<file path="src/rtl/irq_agg_pkg.sv">
package irq_agg_pkg;
  typedef enum logic [1:0] {
    HIT_NONE = 2'd0,
    HIT_EN   = 2'd1,
    HIT_ST   = 2'd2
  } reg_hit_e;
endpackage

</file>
<file path="src/rtl/irq_src_cell.sv">
module irq_src_cell (
  input  logic clk_i,
  input  logic rst_ni,
  input  logic event_i,
  input  logic clr_i,
  output logic q_o
);
  logic q_q;
  // a live event wins over a same-cycle clear
  always_ff @(posedge clk_i or negedge rst_ni) begin
    if (!rst_ni) q_q <= 1'b0;
    else         q_q <= event_i | (q_q & ~clr_i);
  end
  assign q_o = q_q;
endmodule

</file>
<file path="src/rtl/irq_csr.sv">
module irq_csr
  import irq_agg_pkg::*;
#(
  parameter int unsigned ADDR_W = 16,
  parameter int unsigned DATA_W = 32,
  parameter logic [ADDR_W-1:0] EN_OFS = 16'h0B0C,
  parameter logic [ADDR_W-1:0] ST_OFS = 16'h0B1C,
  parameter logic [DATA_W-1:0] IMPL   = '0
) (
  input  logic              clk_i,
  input  logic              rst_ni,
  input  logic              reg_wr_i,
  input  logic [ADDR_W-1:0] reg_addr_i,
  input  logic [DATA_W-1:0] reg_wdata_i,
  input  logic [DATA_W-1:0] status_i,
  output logic [DATA_W-1:0] enable_o,
  output logic [DATA_W-1:0] clr_o,
  output logic [DATA_W-1:0] rdata_o
);
  reg_hit_e hit;
  logic [DATA_W-1:0] enable_q;

  always_comb begin
    if (reg_addr_i == EN_OFS)      hit = HIT_EN;
    else if (reg_addr_i == ST_OFS) hit = HIT_ST;
    else                           hit = HIT_NONE;
  end

  always_ff @(posedge clk_i or negedge rst_ni) begin
    if (!rst_ni)                         enable_q <= '0;
    else if (reg_wr_i && hit == HIT_EN)  enable_q <= reg_wdata_i & IMPL;
  end

  assign clr_o    = (reg_wr_i && hit == HIT_ST) ? (reg_wdata_i & IMPL) : '0;
  assign enable_o = enable_q;

  always_comb begin
    unique case (hit)
      HIT_EN:  rdata_o = enable_q;
      HIT_ST:  rdata_o = status_i & IMPL;
      default: rdata_o = '0;
    endcase
  end
endmodule

</file>
<file path="src/rtl/irq_aggregator.sv">
module irq_aggregator #(
  parameter int unsigned ADDR_W   = 16,
  parameter int unsigned DATA_W   = 32,
  parameter int unsigned N_INTX   = 4,
  parameter int unsigned INTX_LSB = 5,
  parameter int unsigned MSI_BIT  = 3,
  parameter logic [ADDR_W-1:0] EN_OFS = 16'h0B0C,
  parameter logic [ADDR_W-1:0] ST_OFS = 16'h0B1C
) (
  input  logic              clk_i,
  input  logic              rst_ni,
  input  logic [N_INTX-1:0] intx_i,
  input  logic              msi_pend_i,
  input  logic              reg_wr_i,
  input  logic [ADDR_W-1:0] reg_addr_i,
  input  logic [DATA_W-1:0] reg_wdata_i,
  output logic [DATA_W-1:0] reg_rdata_o,
  output logic              irq_o
);
  localparam logic [DATA_W-1:0] INTX_MASK = DATA_W'(((1 << N_INTX) - 1) << INTX_LSB);
  localparam logic [DATA_W-1:0] MSI_MASK  = DATA_W'(1) << MSI_BIT;
  localparam logic [DATA_W-1:0] IMPL      = INTX_MASK | MSI_MASK;

  logic [DATA_W-1:0] ev, clr, status_q, enable_q;

  always_comb begin
    ev = '0;
    ev[INTX_LSB +: N_INTX] = intx_i;
    ev[MSI_BIT] = msi_pend_i;
  end

  for (genvar b = 0; b < DATA_W; b++) begin : g_bit
    if (IMPL[b]) begin : g_cell
      irq_src_cell u_cell (
        .clk_i  (clk_i),
        .rst_ni (rst_ni),
        .event_i(ev[b]),
        .clr_i  (clr[b]),
        .q_o    (status_q[b])
      );
    end else begin : g_tie
      assign status_q[b] = 1'b0;
    end
  end

  irq_csr #(
    .ADDR_W(ADDR_W), .DATA_W(DATA_W),
    .EN_OFS(EN_OFS), .ST_OFS(ST_OFS), .IMPL(IMPL)
  ) u_csr (
    .clk_i      (clk_i),
    .rst_ni     (rst_ni),
    .reg_wr_i   (reg_wr_i),
    .reg_addr_i (reg_addr_i),
    .reg_wdata_i(reg_wdata_i),
    .status_i   (status_q),
    .enable_o   (enable_q),
    .clr_o      (clr),
    .rdata_o    (reg_rdata_o)
  );

  assign irq_o = |(status_q & enable_q);
endmodule

</file>
<file path="config.mk">
export PLATFORM = sky130hd
export DESIGN_NAME = irq_aggregator
export DESIGN_NICKNAME = d
export VERILOG_FILES = /design/src/rtl/irq_agg_pkg.sv /design/src/rtl/irq_src_cell.sv /design/src/rtl/irq_csr.sv /design/src/rtl/irq_aggregator.sv
export SDC_FILE = /design/constraint.sdc
export NUM_CORES = 1
export LEC_CHECK = 0
export ABC_AREA = 1
export BUFFER_PORTS_ARGS = -buffer_cell sky130_fd_sc_hd__clkbuf_2
export CAP_MARGIN = 5
export CORE_MARGIN = 2
export CORE_UTILIZATION = 31
export CTS_CLUSTER_DIAMETER = 100
export DETAILED_ROUTE_END_ITERATION = 8
export PLACE_DENSITY = 0.76
export SYNTH_ARGS = -nofsm -noshare
export SYNTH_HDL_FRONTEND = slang
export SYNTH_SLANG_ARGS = --single-unit
</file>
<file path="constraint.sdc">
create_clock -name clk_i -period 0.8 [get_ports clk_i]
set_input_delay 0.08 -clock clk_i [delete_from_list [all_inputs] [get_ports clk_i]]
set_output_delay 0.08 -clock clk_i [all_outputs]
set_load 0.02 [all_outputs]
</file>
==> results of run 1 <==
worst min-delay path: stages:
cell                       delay, ns
sky130_fd_sc_hd__clkbuf_2       0.08
sky130_fd_sc_hd__inv_1          0.03
sky130_fd_sc_hd__nand2_1        0.05
worst paths after layout:
path                                            startpoint                    endpoint  slack, ns  cells after the start
worst max-delay path            g_bit[3].g_cell.u_cell.q_o                       irq_o      -0.46                      5
worst min-delay path                            msi_pend_i  g_bit[3].g_cell.u_cell.q_o      0.008                      3
worst max register to register  g_bit[7].g_cell.u_cell.q_o  g_bit[7].g_cell.u_cell.q_o      -0.04                      4
worst min register to register           u_csr.enable_o[3]           u_csr.enable_o[3]       0.60                      3
max in group asynchronous                           rst_ni  g_bit[8].g_cell.u_cell.q_o       0.36                      2
min in group asynchronous                           rst_ni           u_csr.enable_o[3]       0.22                      2
report_power, final:
group	internal [W]	switching, W	total (W)
Sequential	0.000506	0.0000000789	0.000506
Clock	0.000173	0.000153	0.000326
Combinational	0.0000919	0.000203	0.000294
registers in the layout, summed over array words and instances, names as in the netlist:
name	flops
u_csr.enable_o	5
g_bit.g_cell.u_cell.q_o	5
cell usage in the layout (no fill, tap or decap), types with 3 or more instances in the layout:
| cell | instances |
|---|---|
| sky130_fd_sc_hd__conb_1 | 27 |
| sky130_fd_sc_hd__clkbuf_2 | 27 |
| sky130_fd_sc_hd__nand2_1 | 21 |
| sky130_fd_sc_hd__inv_1 | 11 |
| sky130_fd_sc_hd__nand2_2 | 11 |
| sky130_fd_sc_hd__dfrtp_1 | 10 |
| sky130_fd_sc_hd__nand2_4 | 9 |
| sky130_fd_sc_hd__nor2_4 | 8 |
| sky130_fd_sc_hd__buf_4 | 8 |
| sky130_fd_sc_hd__buf_6 | 7 |
| sky130_fd_sc_hd__nand4_1 | 5 |
| sky130_fd_sc_hd__buf_8 | 5 |
| sky130_fd_sc_hd__o21ai_1 | 4 |
| sky130_fd_sc_hd__dlygate4sd3_1 | 4 |
| sky130_fd_sc_hd__clkbuf_4 | 3 |
per-stage QoR:
step           instances  util, %  cell area (µm²)
3_5_place_dp         192     44.5             1110
3_3_place_gp         192     44.5             1110
6_report             202     54.1             1350
4_1_cts              201     52.7             1320
5_1_grt              202     54.1             1350
2_1_floorplan        144        -             1030
kinds of logic (layout without fill, tap and decap cells):
logic type,after synthesis,after routing
simple gates,61,61
buf+inv,40,68
other cells,1,27
flops,10,10
compound gates,6,6
final cells by class:
type	count	area [µm²]
timing repair buffer	52	403
tap	30	37.5
multi-input combinational	94	586
sequential	10	250
fill	250	1150
clock buffer	3	22.5
inverter	13	53.8
what timing repair did:
item | 4_1_cts | 5_1_grt
buffers inserted | 2 | 4
pin swaps | 11 | 8
hold buffers | 4 | 0
hold endpoints to repair | 13 | 0
resized for setup | 30 | 16
endpoints found under the setup margin | 6 | 9
metal layers:
metal / vias to the layer above / global-route usage (%) / wire length, µm
met1: 374 / 15.3 / 819
met3: 2 / 4.19 / 154
met5: - / 0 / 0
li1: 419 / - / -
met4: 0 / 5.23 / 6
met2: 34 / 22.4 / 1050
==> summary.md, run 1 <==
| Metric | Value |
|---|---|
| Final Max Slew Viols | 0 |
| Post-synthesis compound-gate area fraction | 4.07% |
| Hold Crit Class | primary input to flip-flop |
| List of cells traversed by the critical path | nand2_1 > nand2_1 > a221oi_2 > nand2_2 > buf_6 |
| Number of placed I/O pins | slightly below 90 |
| Primary flip-flop cell chosen by synthesis mapping | sky130_fd_sc_hd__dfrtp_1 |
| Number of buffers between clock root and the deepest sink | 2 |
| Status | finished, violations left |
| Xor and xnor area share after synthesis | 0% |
| Clk pin slew, worst setup/hold paths | 0.06 ns |
| Total iterations of the first detailed-routing run | 2 |
| Number of hold-slack violations in the final timing report | 0 |
| Worst vdd rail ir drop | 0.678 mV |
| Chip width | 55.7 µm |
| Synthesis-stage register bit count | 10 |
| Root buffer cell | sky130_fd_sc_hd__clkbuf_4 |
| Family with the most delay on the worst path | flip-flops |
| Endpoint required time on the critical path | 0.72 ns |
| Overall via count from detail_route | 829 |
| Largest family of logic cells by synthesized area | simple AND/OR/NAND/NOR gates |
| Hold Worst Slack | a little under 0.008 ns |
| Adder and majority cell fraction of the synthesized area | 0% |
| Die Y-Extent | 55.7 µm |
| Violated checks | negative setup slack |
| Startpoint types | flip-flop |
| Post-synthesis instance area | 830 µm² |
| Fin crit period | roughly 1.3 ns |
| Final period util | 158% |
| Classification of the worst setup path | flip-flop to primary output |
| Worst-case setup margin in the final layout | -0.462 ns |
| Clock network latency to the later pin of the worst-skew pair | 0.26 ns |
| Total of endpoints with negative setup slack in the final report | 8 |
| Vias in the first global route | 792 |
| Setup slack after placement | -0.345 ns |
| Share of the yosys chip area belonging to registers | between 30% and 40% |
| Largest area contributor in the netlist | sky130_fd_sc_hd__dfrtp_1 |
| Global-route usage over all layers | between 10% and 20% |
| CP bufs+invs | 1 |
| Setup TNS | -2.11 ns |
| Unique masters post-synth | 15 |
| Routed length per instance | 10.1 µm |
| Unrepaired setup endpoints after global routing | yes |
| Standard cell with the maximum stage delay on the critical path | sky130_fd_sc_hd__dfrtp_1 |
| # diodes | 0 |
| Total clock sinks | 10 |
| Commonest cells post-synth | sky130_fd_sc_hd__nand2_1 (41), sky130_fd_sc_hd__buf_4 (27), sky130_fd_sc_hd__inv_1 (13), sky130_fd_sc_hd__dfrtp_1 (10), sky130_fd_sc_hd__nor2_1 (7) |
| Std-Cell Core Area | ~0.0025 mm² |
| Standby leakage power | 0.744 nW |
| Number of H-tree branching levels | 1 |
| Critical Path Fanout Max | 2 |
| Post-Synthesis Cells | 118 |
| FFs w/ async S/R, synth | 100% |
| Number of remaining DRC errors | 0 |
| Highest clock rate | 793 MHz |
| Post-synth EDFFs | 0 |
| Share of cells above drive strength 1 | approximately half |
| Largest clock skew in the final design | 0 ns |
| Setup crit end kind | primary output |
| Maximum number of pins on one net before global-route repair | 11 |
| Overflow left after global routing | 0 |
| Top cells by area, synth | sky130_fd_sc_hd__dfrtp_1 (30%), sky130_fd_sc_hd__buf_4 (24%), sky130_fd_sc_hd__nand2_1 (19%) |
| Drt total wl | 2030 µm |
| Number of antenna violations at the first check in global routing | 0 |
| Post-detail-place hpwl | 1650 µm |
| Yosys warning total | 0 |
| Post-DRT Antenna Nets | 0 |
| Total power draw | ~0.0011 W |
| Total power per unit cell area | 832 mW/mm² |
| Full die area | 0.00311 mm² |
| CTS buffer count | 3 |
| Number of design-rule violations left by the first detailed-router iteration | 12 |
| Starting Density | roughly 33% |
| Clock tree from TritonCTS | built |
| Reported max-cap violation count | 0 |
| Layout Area Growth over Synthesis | 63.0% |
| Mean area per synthesized cell | between 7 and 8 µm² |
| Top cell by count, worst path | sky130_fd_sc_hd__nand2_1 |
| Drt via density | 4.10 |
| Post-synth top area share | 30.2% |
| Critical path data arrival time | roughly 1.2 ns |
| Placement Rows | 18 |
| Count of port buffers added during placement | 34 |
| Most common cell in the netlist | sky130_fd_sc_hd__nand2_1 |
| Nets | 230 |
| Delay of the slowest critical-path stage | between 0.3 and 0.4 ns |
| Simple-gate portion of the synthesized area | 35.0% |
| Routability congestion estimate from global placement | 0.819 |
| Wire length of the first global-routing pass | 3290 µm |
| Proportion of synthesized area in mux cells | 0% |
No activity file was read; power rests on OpenSTA's default activity.
==> run 2: changes to the inputs <==
CORE_UTILIZATION = 30   (was 31)
PLACE_DENSITY = 0.74   (was 0.76)
==> summary.md, run 2 (synthesis results as in run 1) <==
| Metric | Value |
|---|---|
| Number of placed I/O pins | 89 (unchanged) |
| Unrepaired setup endpoints after global routing | yes |
| Critical Path Fanout Max | 2 (unchanged) |
| CTS buffer count | 3 (unchanged) |
| Std-Cell Core Area | 0.00269 mm² (+7.5%) |
| Number of antenna violations at the first check in global routing | 0 (unchanged) |
| Die Y-Extent | 56.6 µm (+1.5%) |
| Maximum number of pins on one net before global-route repair | 11 (unchanged) |
| Final Max Slew Viols | 0 (unchanged) |
| Reg2Reg Depth | 4 (unchanged) |
| Critical R2R Capture | u_csr.enable_o[6] |
| Drt via density | 4.17 (+1.6%) |
| Wire length of the first global-routing pass | 3420 µm (+4.0%) |
| Count of port buffers added during placement | 34 (unchanged) |
| Vias in the first global route | 885 (+12%) |
| Commonest non-fill, non-tap cell in the layout | sky130_fd_sc_hd__conb_1 |
| Global-route usage over all layers | 13.4% (+0.18 points) |
| Hold Worst Slack | 0.0372 ns (+0.0295 ns) |
| Nets | 239 (+3.9%) |
| Total clock sinks | 10 (unchanged) |
| Total iterations of the first detailed-routing run | 5 (+3) |
| Reported max-cap violation count | 0 (unchanged) |
| Clock tree from TritonCTS | built |
| Violated checks | negative setup slack |
| Setup slack of the worst register-to-register path | -0.06 ns (-0.02 ns) |
| Startpoint types | flip-flop |
| Number of buffers between clock root and the deepest sink | 2 (unchanged) |
| Switching power share of the total | 30.4% (-1.2 points) |
| # diodes | 0 (unchanged) |
| Number of hold-slack violations in the final timing report | 0 (unchanged) |
| Routed length per instance | 9.89 µm (-1.6%) |
| Cell Int Power | 0.000909 W (+18%) |
| Fin crit period | 1.27 ns (+0.0104 ns) |
| Root buffer cell | sky130_fd_sc_hd__clkbuf_4 |
| Post-detail-place hpwl | 1420 µm (-14%) |
| Drt total wl | 2110 µm (+3.7%) |
| Endpoint required time on the critical path | 0.72 ns (about the same) |
| Share of cells above drive strength 1 | 51.6% (+0.49 points) |
| Worst vdd rail ir drop | 0.555 mV (-18%) |
| Starting Density | 30.9% (-2.3 points) |
| Standby leakage power | 0.807 nW (+8.5%) |
| Destination of the worst hold path | u_csr.enable_o[8] |
| Proportion of power drawn by flip-flops and latches | 38.7% (-6.2 points) |
| Setup slack after placement | -0.339 ns (+0.00631 ns) |
| Placement Rows | 19 (+1) |
| Final period util | 159% (+1.3 points) |
| Source of the worst register-to-register timing path | u_csr.enable_o[6] |
| Total of endpoints with negative setup slack in the final report | 9 (+1) |
| Clock network latency to the later pin of the worst-skew pair | 0.27 ns (about the same) |
| Overall via count from detail_route | 888 (+7.1%) |
| Status | finished, violations left |
| Number of design-rule violations left by the first detailed-router iteration | 22 (+10) |
| Setup TNS | -2.23 ns (-0.125 ns) |
| Largest clock skew in the final design | 0 ns (unchanged) |
| Overflow left after global routing | 0 (unchanged) |
| Hold Startpoint | reg_wdata_i[8] |
| Highest clock rate | 786 MHz (-0.82%) |
| Routability congestion estimate from global placement | 0.833 (+1.7%) |
| Worst-case setup margin in the final layout | -0.472 ns (-0.0104 ns) |
| Classification of the worst setup path | flip-flop to primary output |
| Critical path data arrival time | 1.19 ns (about the same) |
| Full die area | 0.00320 mm² (+3.1%) |
| Hold depth | 3 (unchanged) |
| Post-DRT Antenna Nets | 0 (unchanged) |
| Fillers | 247 (-1.2%) |
| Hold Crit Class | primary input to flip-flop |
| Clock network fraction of total power | 35.5% (+6.6 points) |
| Number of remaining DRC errors | 0 (unchanged) |
| Sw power | 0.000397 W (+12%) |
| Gate power share | 25.8% (-0.3 points) |
| Most frequent cells in the layout | sky130_fd_sc_hd__conb_1 (27), sky130_fd_sc_hd__clkbuf_2 (23), sky130_fd_sc_hd__nand2_1 (21) |
| Layout Area Growth over Synthesis | 77.1% |
| Setup crit end kind | primary output |
| Number of H-tree branching levels | 1 (unchanged) |
| Clk pin slew, worst setup/hold paths | 0.07 ns (about the same) |
| Total power per unit cell area | 889 mW/mm² (+6.8%) |
| Chip width | 56.6 µm (+1.5%) |
[run 2: cell types whose count changed in the layout (fill, tap and decap cells not counted), moves of 2 or more]
| cell | delta |
|---|---|
| sky130_fd_sc_hd__buf_6 | +6 |
| sky130_fd_sc_hd__buf_4 | +5 |
| sky130_fd_sc_hd__clkbuf_2 | -4 |
| sky130_fd_sc_hd__dlygate4sd3_1 | +2 |
[run 2: area by class of cell]
type | count | area [µm²] | share of cell area [%]
flip-flops and latches | 10 | 250 | 17.0
clock buffers | 4 | 36.3 | 2.47
multi-input cells | 94 | 582 | 39.6
repair buffers | 61 | 508 | 34.6
inverters | 13 | 53.8 | 3.66
well taps | 31 | 38.8 | 2.64
[run 2: what timing repair did]
action,CTS,global route
gates resized for setup,25,26
setup endpoints to repair,6,14
pin swaps,13,20
hold buffers,6,0
hold endpoints to repair,15,0
setup buffers,7,7
[run 2: worst max path at each step]
stage,startpoint,to,slack (ns),cells after the start
2_1_floorplan,u_csr.enable_o[5],irq_o,-0.07,4
3_3_place_gp,reg_addr_i[11],reg_rdata_o[7],-0.32,9
3_5_place_dp,reg_addr_i[11],reg_rdata_o[7],-0.34,9
4_1_cts,g_bit[5].g_cell.u_cell.q_o,irq_o,-0.49,5
5_1_grt,g_bit[5].g_cell.u_cell.q_o,irq_o,-0.52,5
6_report,g_bit[5].g_cell.u_cell.q_o,irq_o,-0.47,5
[run 2: critical path: stages, from the launching register on]
cell	delay (ns)
sky130_fd_sc_hd__dfrtp_1	0.39
sky130_fd_sc_hd__nand2_1	0.06
sky130_fd_sc_hd__nand2_1	0.06
sky130_fd_sc_hd__a221oi_2	0.20
sky130_fd_sc_hd__nand2_2	0.07
sky130_fd_sc_hd__buf_6	0.13
[run 2: layer usage]
metal  share of wire [%]  GRT usage, %  routed length, µm
met1                  36          13.5                756
met2                  55          26.2               1160
met4                 2.6          7.48                 55
met5                   0             0                  0
met3                 6.3          1.15                133
[run 2: power by group through the flow]
| stage | clock network [W] | registers [W] | logic (W) |
|---|---|---|---|
| global route | 0.000492 | 0.000505 | 0.000370 |
| CTS | 0.000468 | 0.000505 | 0.000309 |
| detailed placement | 0 | 0.000515 | 0.000260 |
| floorplan | 0 | 0.000515 | 0.000257 |
| finish | 0.000464 | 0.000505 | 0.000337 |
| global placement | 0 | 0.000515 | 0.000257 |
[run 2: per-stage QoR]
stage | cells | area (µm²) | power (W) | util [%]
2_1_floorplan | 144 | 1030 | 0.000772 | -
3_3_place_gp | 194 | 1120 | 0.000773 | 41.8
3_5_place_dp | 194 | 1120 | 0.000775 | 41.8
4_1_cts | 211 | 1390 | 0.00128 | 51.6
5_1_grt | 213 | 1470 | 0.00137 | 54.7
6_report | 213 | 1470 | 0.00131 | 54.7
